$ cat src/rtl/scan_pkg.sv
package scan_pkg;
   typedef enum logic [1:0] {
      ST_IDLE,
      ST_CHARGE,
      ST_READ,
      ST_SEND
   } seq_st_t;

   typedef enum logic [1:0] {
      RX_WAIT,
      RX_CMD,
      RX_ADDR
   } rx_st_t;

   localparam int          CMD_BITS = 8;
   localparam logic [7:0]  OP_SCAN  = 8'h01;
   localparam logic [7:0]  OP_ONE   = 8'h02;
endpackage

$ cat src/rtl/cmd_rx.sv
module cmd_rx
   import scan_pkg::*;
#(
   parameter int ROWS    = 234,
   parameter int COLS    = 23,
   parameter int ROW_FLD = 8,
   parameter int COL_FLD = 5
) (
   input  logic               clk,
   input  logic               rst,
   input  logic               listen,
   input  logic               ser_in,
   output logic               go_scan,
   output logic               go_one,
   output logic [ROW_FLD-1:0] tgt_row,
   output logic [COL_FLD-1:0] tgt_col
);
   localparam int ADR_W = ROW_FLD + COL_FLD;
   localparam int BC_W  = $clog2(ADR_W + CMD_BITS + 1);

   rx_st_t              st;
   logic [BC_W-1:0]     bcnt;
   logic [CMD_BITS-1:0] op_q;
   logic [ADR_W-1:0]    adr_q;
   logic [CMD_BITS-1:0] op_nx;
   logic [ADR_W-1:0]    adr_nx;
   logic [ROW_FLD-1:0]  row_nx;
   logic [COL_FLD-1:0]  col_nx;
   logic                in_range;

   always_comb begin
      op_nx    = {ser_in, op_q[CMD_BITS-1:1]};
      adr_nx   = {ser_in, adr_q[ADR_W-1:1]};
      row_nx   = adr_nx[ROW_FLD-1:0];
      col_nx   = adr_nx[ADR_W-1:ROW_FLD];
      in_range = (int'(row_nx) < ROWS) && (int'(col_nx) < COLS);
   end

   always_ff @(posedge clk) begin
      if (rst) begin
         st      <= RX_WAIT;
         bcnt    <= '0;
         op_q    <= '0;
         adr_q   <= '0;
         go_scan <= 1'b0;
         go_one  <= 1'b0;
         tgt_row <= '0;
         tgt_col <= '0;
      end else begin
         go_scan <= 1'b0;
         go_one  <= 1'b0;
         if (!listen) begin
            st <= RX_WAIT;
         end else begin
            case (st)
               RX_WAIT: begin
                  if (ser_in) begin
                     st   <= RX_CMD;
                     bcnt <= '0;
                  end
               end
               RX_CMD: begin
                  op_q <= op_nx;
                  bcnt <= bcnt + 1'b1;
                  if (bcnt == BC_W'(CMD_BITS - 1)) begin
                     bcnt <= '0;
                     if (op_nx == OP_SCAN) begin
                        go_scan <= 1'b1;
                        st      <= RX_WAIT;
                     end else if (op_nx == OP_ONE) begin
                        st <= RX_ADDR;
                     end else begin
                        st <= RX_WAIT;
                     end
                  end
               end
               RX_ADDR: begin
                  adr_q <= adr_nx;
                  bcnt  <= bcnt + 1'b1;
                  if (bcnt == BC_W'(ADR_W - 1)) begin
                     st <= RX_WAIT;
                     if (in_range) begin
                        go_one  <= 1'b1;
                        tgt_row <= row_nx;
                        tgt_col <= col_nx;
                     end
                  end
               end
               default: st <= RX_WAIT;
            endcase
         end
      end
   end
endmodule

$ cat src/rtl/disch_counter.sv
module disch_counter #(
   parameter int CNT_W = 20
) (
   input  logic             clk,
   input  logic             rst,
   input  logic             clr,
   input  logic             sample_en,
   input  logic             pix,
   output logic             done,
   output logic [CNT_W-1:0] result
);
   localparam logic [CNT_W-1:0] CEIL = {CNT_W{1'b1}};
   localparam logic [CNT_W-1:0] LAST = CEIL - 1'b1;

   logic [CNT_W-1:0] cnt;
   logic             bump;

   always_comb begin
      bump   = sample_en && pix && (cnt != CEIL);
      result = bump ? cnt + 1'b1 : cnt;
      done   = sample_en && (!pix || (cnt == LAST) || (cnt == CEIL));
   end

   always_ff @(posedge clk) begin
      if (rst || clr) cnt <= '0;
      else if (bump)  cnt <= cnt + 1'b1;
   end
endmodule

$ cat src/rtl/frame_tx.sv
module frame_tx #(
   parameter int FRAME_W = 40
) (
   input  logic               clk,
   input  logic               rst,
   input  logic               load,
   input  logic [FRAME_W-1:0] frame,
   output logic               ser_out,
   output logic               tx_last
);
   localparam int LW = $clog2(FRAME_W + 2);

   logic [FRAME_W:0] sh;
   logic [LW-1:0]    left;

   always_ff @(posedge clk) begin
      if (rst) begin
         sh   <= '0;
         left <= '0;
      end else if (load) begin
         sh   <= {1'b1, frame};
         left <= LW'(FRAME_W + 1);
      end else if (left != '0) begin
         sh   <= {sh[FRAME_W-1:0], 1'b0};
         left <= left - 1'b1;
      end
   end

   assign ser_out = (left != '0) && sh[FRAME_W];
   assign tx_last = (left == LW'(1));
endmodule

$ cat src/rtl/row_strobe.sv
module row_strobe #(
   parameter int ROWS  = 234,
   parameter int IDX_W = 8
) (
   input  logic [IDX_W-1:0] idx,
   input  logic             chg,
   input  logic             rd,
   output logic [ROWS-1:0]  row_en,
   output logic [ROWS-1:0]  row_rd
);
   for (genvar r = 0; r < ROWS; r++) begin : g_row
      logic hit;
      assign hit       = (idx == IDX_W'(r));
      assign row_en[r] = chg && hit;
      assign row_rd[r] = rd && hit;
   end
endmodule

$ cat src/rtl/pixel_scan_engine.sv
module pixel_scan_engine
   import scan_pkg::*;
#(
   parameter int ROWS    = 234,
   parameter int COLS    = 23,
   parameter int CNT_W   = 20,
   parameter int ROW_FLD = 8,
   parameter int COL_FLD = 5,
   parameter int FRAME_W = 40
) (
   input  logic            clk,
   input  logic            rst,
   input  logic            ser_in,
   input  logic [COLS-1:0] col_data,
   output logic            ser_out,
   output logic [ROWS-1:0] row_en,
   output logic [ROWS-1:0] row_rd
);
   localparam int PAD_W = FRAME_W - ROW_FLD - COL_FLD - CNT_W;

   if (ROWS < 1 || ROWS > (1 << ROW_FLD)) begin : g_bad_rows
      $error("ROWS does not fit the row field");
   end
   if (COLS < 1 || COLS > (1 << COL_FLD)) begin : g_bad_cols
      $error("COLS does not fit the column field");
   end
   if (PAD_W < 0) begin : g_bad_frame
      $error("FRAME_W too small for its fields");
   end
   if (CNT_W < 2) begin : g_bad_cnt
      $error("CNT_W must be at least 2");
   end

   seq_st_t            st;
   logic [ROW_FLD-1:0] cur_row;
   logic [COL_FLD-1:0] cur_col;
   logic               scan_all;
   logic               go_scan, go_one;
   logic [ROW_FLD-1:0] tgt_row;
   logic [COL_FLD-1:0] tgt_col;
   logic               pix, meas_done, tx_last;
   logic [CNT_W-1:0]   result;
   logic [FRAME_W-1:0] frame;
   logic               row_last, col_last;
   logic [COLS-1:0]    col_hit;

   cmd_rx #(
      .ROWS(ROWS), .COLS(COLS), .ROW_FLD(ROW_FLD), .COL_FLD(COL_FLD)
   ) u_rx (
      .clk(clk), .rst(rst), .listen(st == ST_IDLE), .ser_in(ser_in),
      .go_scan(go_scan), .go_one(go_one),
      .tgt_row(tgt_row), .tgt_col(tgt_col)
   );

   for (genvar c = 0; c < COLS; c++) begin : g_col
      assign col_hit[c] = col_data[c] && (cur_col == COL_FLD'(c));
   end
   assign pix = |col_hit;

   disch_counter #(.CNT_W(CNT_W)) u_cnt (
      .clk(clk), .rst(rst), .clr(st == ST_CHARGE),
      .sample_en(st == ST_READ), .pix(pix),
      .done(meas_done), .result(result)
   );

   if (PAD_W > 0) begin : g_pad
      assign frame = {cur_row, cur_col, {PAD_W{1'b0}}, result};
   end else begin : g_nopad
      assign frame = {cur_row, cur_col, result};
   end

   frame_tx #(.FRAME_W(FRAME_W)) u_tx (
      .clk(clk), .rst(rst), .load(meas_done), .frame(frame),
      .ser_out(ser_out), .tx_last(tx_last)
   );

   row_strobe #(.ROWS(ROWS), .IDX_W(ROW_FLD)) u_rows (
      .idx(cur_row), .chg(st == ST_CHARGE), .rd(st == ST_READ),
      .row_en(row_en), .row_rd(row_rd)
   );

   assign row_last = (cur_row == ROW_FLD'(ROWS - 1));
   assign col_last = (cur_col == COL_FLD'(COLS - 1));

   always_ff @(posedge clk) begin
      if (rst) begin
         st       <= ST_IDLE;
         cur_row  <= '0;
         cur_col  <= '0;
         scan_all <= 1'b0;
      end else begin
         case (st)
            ST_IDLE: begin
               if (go_scan) begin
                  cur_row  <= '0;
                  cur_col  <= '0;
                  scan_all <= 1'b1;
                  st       <= ST_CHARGE;
               end else if (go_one) begin
                  cur_row  <= tgt_row;
                  cur_col  <= tgt_col;
                  scan_all <= 1'b0;
                  st       <= ST_CHARGE;
               end
            end
            ST_CHARGE: st <= ST_READ;
            ST_READ:   if (meas_done) st <= ST_SEND;
            ST_SEND: begin
               if (tx_last) begin
                  if (scan_all && !(row_last && col_last)) begin
                     st <= ST_CHARGE;
                     if (col_last) begin
                        cur_col <= '0;
                        cur_row <= cur_row + 1'b1;
                     end else begin
                        cur_col <= cur_col + 1'b1;
                     end
                  end else begin
                     st       <= ST_IDLE;
                     scan_all <= 1'b0;
                  end
               end
            end
            default: st <= ST_IDLE;
         endcase
      end
   end
endmodule

$ cat config.mk
export PLATFORM = sky130hd
export DESIGN_NAME = pixel_scan_engine
export DESIGN_NICKNAME = d
export VERILOG_FILES = /design/src/rtl/scan_pkg.sv /design/src/rtl/cmd_rx.sv /design/src/rtl/disch_counter.sv /design/src/rtl/frame_tx.sv /design/src/rtl/row_strobe.sv /design/src/rtl/pixel_scan_engine.sv
export SDC_FILE = /design/constraint.sdc
export NUM_CORES = 1
export LEC_CHECK = 0
export CORE_AREA = 8 8 188 190
export DETAILED_ROUTE_END_ITERATION = 7
export DIE_AREA = 0 0 196 198
export MAX_ROUTING_LAYER = met4
export PLACE_DENSITY_LB_ADDON = 0.05
export SLEW_MARGIN = 20
export SYNTH_ARGS = -nofsm -noshare
export SYNTH_HDL_FRONTEND = slang
export SYNTH_SLANG_ARGS = --single-unit
$ cat constraint.sdc
create_clock -name clk -period 2.3 [get_ports clk]
set_clock_uncertainty 0.15 [all_clocks]
set_input_delay 0.46 -clock clk [delete_from_list [all_inputs] [get_ports clk]]
set_output_delay 0.46 -clock clk [all_outputs]
set_load 0.03 [all_outputs]
# --- Yosys cells after proc, flatten, opt, wreduce, memory -nomap -nowiden ---
# Cells that the tools add are included.
classes:
  n_addsub: 5
  n_lt_le_gt_ge: 2
  eq_ne: 277
  n_mux: 39
  bitwise_logic: 5
  reduce_logical: 525
ops:
  columns: ["operator", "count"]
  rows:
  - ["8-bit equality test, second input constant", 106]
  - ["8-bit by 7-bit equality test with 1-bit output, second input constant", 64]
  - ["1-bit logical AND", 498]
  - ["8-bit by 6-bit equality test with 1-bit output, second input constant", 32]
  - ["8-bit by 5-bit equality test with 1-bit output, second input constant", 16]
  - ["41-bit 2-to-1 mux", 2]
  - ["8-bit by 4-bit equality test with 1-bit output, second input constant", 8]
  - ["5-bit by 4-bit equality test with 1-bit output, second input constant", 9]
  - ["20-bit equality test, second input constant", 2]
  - ["8-bit 2-to-1 mux", 5]
  - ["5-bit equality test, second input constant", 7]
  - ["5-bit 2-to-1 mux", 7]
  - ["8-bit by 3-bit equality test with 1-bit output, second input constant", 4]
  - ["5-bit by 3-bit equality test with 1-bit output, second input constant", 5]
  - ["8-bit by 2-bit equality test with 1-bit output, second input constant", 3]
  - ["23-bit OR reduction", 1]
  - ["20-bit by 1-bit adder with 20-bit output, second input constant", 1]
  - ["20-bit 2-to-1 mux", 1]
  - ["20-bit != test, second input constant", 1]
  - ["2-bit 2-to-1 mux", 9]
  - ["8-bit by 1-bit equality test with 1-bit output, second input constant", 2]
  - ["8-bit case mux with 2 select lines", 1]
  - ["5-bit case mux with 3 select lines", 1]
  - ["6-bit 2-to-1 mux", 2]
  - ["33 further kinds", 66]
totals:
  reg_bits: 126
  in_bits: 26
  out_inout_bits: 469
  wordCells: 870

# --- Depth between registers and ports, before layout ---
logic_depth:
  ltp_word: 9
  depth_mapped: 11
  mapped_depth_nobuf: 9

# --- By module ---
# A second synthesis with hierarchy kept.
unflattened:
  cells_unflattened: 1429
  area_unflattened_um2: 10396.2
modules_own_cells:
  columns: ["module", "n_inst", "cells_each", "area_per_inst_um2", "seq_area_each_um2"]
  rows:
  - ["row_strobe", 1, 647, 3375.7, 0.0]
  - ["frame_tx", 1, 269, 2631.3, 940.9]
  - ["cmd_rx", 1, 206, 1785.5, 820.8]
  - ["pixel_scan_engine", 1, 169, 1406.3, 320.3]
  - ["disch_counter", 1, 138, 1197.4, 400.4]

# --- Worst setup path after synthesis ---
# No wires, ideal clock.
synth_timing:
  kind: "register to output"
  from: "register st[0]"
  to: "output row_rd[128]"
  arrival_time_ps: 2128
  t_required_ps: 1690
  slack_ps: -438
  path_stages_with_launch: 9
  path_buffers: 2
  cell_sequence: "dfxtp_1 -> inv_1 -> ha_1 -> buf_2 -> clkinv_1 -> nor3b_1 -> nand2_1 -> clkbuf_1 -> nor2_1"
synth_between:
  elab_chain_cells: 2
synth_rtl:
  columns: ["item", "line_no", "text"]
  rows:
  - ["from (decl)", "pixel_scan_engine.sv:34", "seq_st_t st;"]
  - ["from (signal assigned)", "pixel_scan_engine.sv:87", "st <= ST_IDLE;"]
  - ["from (signal assigned)", "pixel_scan_engine.sv:98", "st <= ST_CHARGE;"]
  - ["from (signal assigned)", "pixel_scan_engine.sv:103", "st <= ST_CHARGE;"]
  - ["2-bit equality test", "pixel_scan_engine.sv:78", ".idx(cur_row), .chg(st == ST_CHARGE), .rd(st == ST_READ),"]
  - ["1-bit logical AND", "row_strobe.sv:15", "assign row_rd[r] = rd && hit;"]
  - ["to (decl)", "pixel_scan_engine.sv:17", "output logic [ROWS-1:0] row_rd"]
# Every way passes these cells.

# --- Final worst setup path ---
layout_timing:
  from: "register st[0]"
  to: "output row_rd[33]"
# Same word-level chain as after synthesis.

==> flow_summary.toml <==
[floorplanning]
chipHeight_um = 198
dieArea_um2 = 38800
die_w_um = 196
initial_core_util_pct = 26.2
coreArea_um2 = 32200
rows = 66
top_level_ports = 495

[global_route]
grt_pass1_wl_um = 71600
antenna_found_initial = 0
grt_overflow = 0
grt_use_total_pct = 24.3
grt_pass1_vias = 11200
grt_max_degree = 62

[placement]
postPlaceCellArea_um2 = 15500
port_buffers = 494
place_ws_ns = -0.478
gp_congestion = 0.853
hpwl_um = 36500

[route]
drt_iter0_markers = 756
routed_wl_um = 51900
drcViolationCount = 0
viasPerCell = 5.06
drt_pass1_iterations = 6
wl_per_cell_um = 21.7
detail-route-antenna-nets = 0
vias = 12100

[flow_run]
drv_cap = 0

[synth]
netlist_area_um2 = 8450
syn_nets = 1407
yosysSeqAreaShare_pct = 29.4
synth_edf_count = 0
yosys_warnings = 0
async_flop_share_pct = 0
synth.area.top_cells = "dfxtp_1 29%, nor2_1 24%, nand2_1 7.8%"
synth-seq-cells = 124
synthFlopType = "dfxtp_1"
synth_cells = 1358
yosysTopAreaCell = "dfxtp_1"
synth.most_common_cell = "nor2_1"
syn_avg_cell_area_um2 = 6.22
synth_top_area_share_pct = 29.4
netlist_top_cells_count = "549 x nor2_1, 175 x nand2_1, 124 x dfxtp_1"
synth_cell_types = 66

[cts]
cts_root_buf = "clkbuf_16"
cts_tree = "built"
clk_pin_slew_worst_paths_ns = 0.06
clock_path_buffers = 2
cts.sinks = 124
htree_levels = 4
cts_hold_repair.buffers = 0
cts_inserted_buffers = 17
clk_latency_ns = 0.42

[critical_path]
required_ns = 1.69
start_kind = "flip-flop"
critPathKind = "reg -> out"
arrival_ns = 1.99
end_kind = "output port"
regToRegSetupSlack_ns = -0.27
cp_max_fo = 8

[timing]
relSlewSlack_pct = 64.6
tightest_slew_ns = 0.527
worst_hold_slack_ns = 0.301
setup_viol = 557
period_minus_slack_ns = 2.60
max_freq_mhz = 385
slew_viol_final = 0
hold_viol = 0
fin_crit_sh_pct = 113
fin_ws_ns = -0.300
rsz0062_at_grt = "true"

[finish]
final_core_util_pct = 58.7
area_growth_pct = 124
drive_gt1_share_pct = 55.1
final_area_um2 = 18900
fill_cells = 2853
nNetsFinal = 2017
diodes = 0

[power_and_ir_drop]
p_leak_nw = 7.36
finalPower_mw = 6.49
power_density_nw_per_um2 = 343
ir_drop_uv = 544

[outcome]
status = "finished with violations"
violations = "setup timing"

[hold_path]
hp-class = "reg -> reg"
[cells by family (layout without fill, tap and decap cells)]
| group | count (synthesis) | in the layout | share of synthesized area [%] |
|---|---|---|---|
| AND/OR/NAND/NOR | 847 | 848 | 41.7 |
| flip-flops | 124 | 124 | 29.4 |
| XOR/XNOR | 15 | 15 | 1.56 |
| AO/OA/AOI/OAI | 176 | 177 | 14.0 |
| multiplexers | 25 | 25 | 2.99 |
| buffers and inverters | 148 | 769 | 6.93 |
| adder cells (fa/ha/maj) | 23 | 23 | 3.41 |
[area by class of cell]
cell class | instances | area [um^2] | area share (%)
clock inverter | 11 | 239 | 1.26
inverter | 23 | 98.8 | 0.523
multi-input combinational | 1088 | 7670 | 40.5
tap | 408 | 510 | 2.70
clock buffer | 21 | 450 | 2.38
timing repair buffer | 714 | 7450 | 39.4
sequential | 124 | 2500 | 13.2
[stage by stage]
stage	TNS, ns	cells
2_1_floorplan	-8.76	1358
3_3_place_gp	-22.56	2314
3_5_place_dp	-26.87	2314
4_1_cts	-119.66	2357
5_1_grt	-153.32	2389
6_report	-107.12	2389
[power by group]
part	switching (mW)	internal, mW
Combinational	0.726	0.359
Clock	0.991	2.17
Sequential	0.0517	2.19
[repair_timing]
item,CTS,global route
hold endpoints to repair,0,0
endpoints found under the setup margin,540,567
buffers inserted,6,9
pin swaps,7,51
gates cloned,5,23
resized for setup,207,336
[cells in the final DEF, fill, tap and decap left out, types with 36 or more instances in the layout]
cell / instances
a21oi_1: 60
buf_12: 62
buf_4: 380
buf_6: 221
clkbuf_16: 36
dfxtp_1: 117
nand2_1: 143
nor2_1: 296
nor2_2: 42
nor2_4: 211
[worst paths after layout]
path,start,to,cells after the start
max,st[0],row_rd[33],10
min,u_tx.sh[25],u_tx.sh[25],2
min reg2reg,u_tx.sh[25],u_tx.sh[25],2
max reg2reg,cur_col[1],u_tx.sh[6],12
[worst max-delay path, stage by stage, from the launching register on]
cell       delay [ns]
dfxtp_2          0.32
inv_2            0.07
ha_4             0.17
inv_8            0.05
buf_6            0.12
nor3_4           0.11
buf_6            0.19
nand2_8          0.08
clkbuf_16        0.21
nor2_4           0.11
buf_12           0.13
[per-layer routing]
metal	global-route usage, %	wire length (um)	share of wire (%)
met5	-	0	0
met4	6.96	1180	2.3
met3	4.01	2550	4.9
met2	42.3	26300	51
met1	28.5	21900	42
[flip-flops by register name, summed over array words and instances (netlist names)]
register and count:
cur_col 5, cur_row 8, scan_all 1, st 2
u_cnt.cnt 20, u_rx.adr_q 12, u_rx.bcnt 5, u_rx.go_one 1
u_rx.go_scan 1, u_rx.op_q 7, u_rx.st 2, u_rx.tgt_col 5
u_rx.tgt_row 8, u_tx.left 6, u_tx.sh 41
No activity file was read; power rests on OpenSTA's default activity.
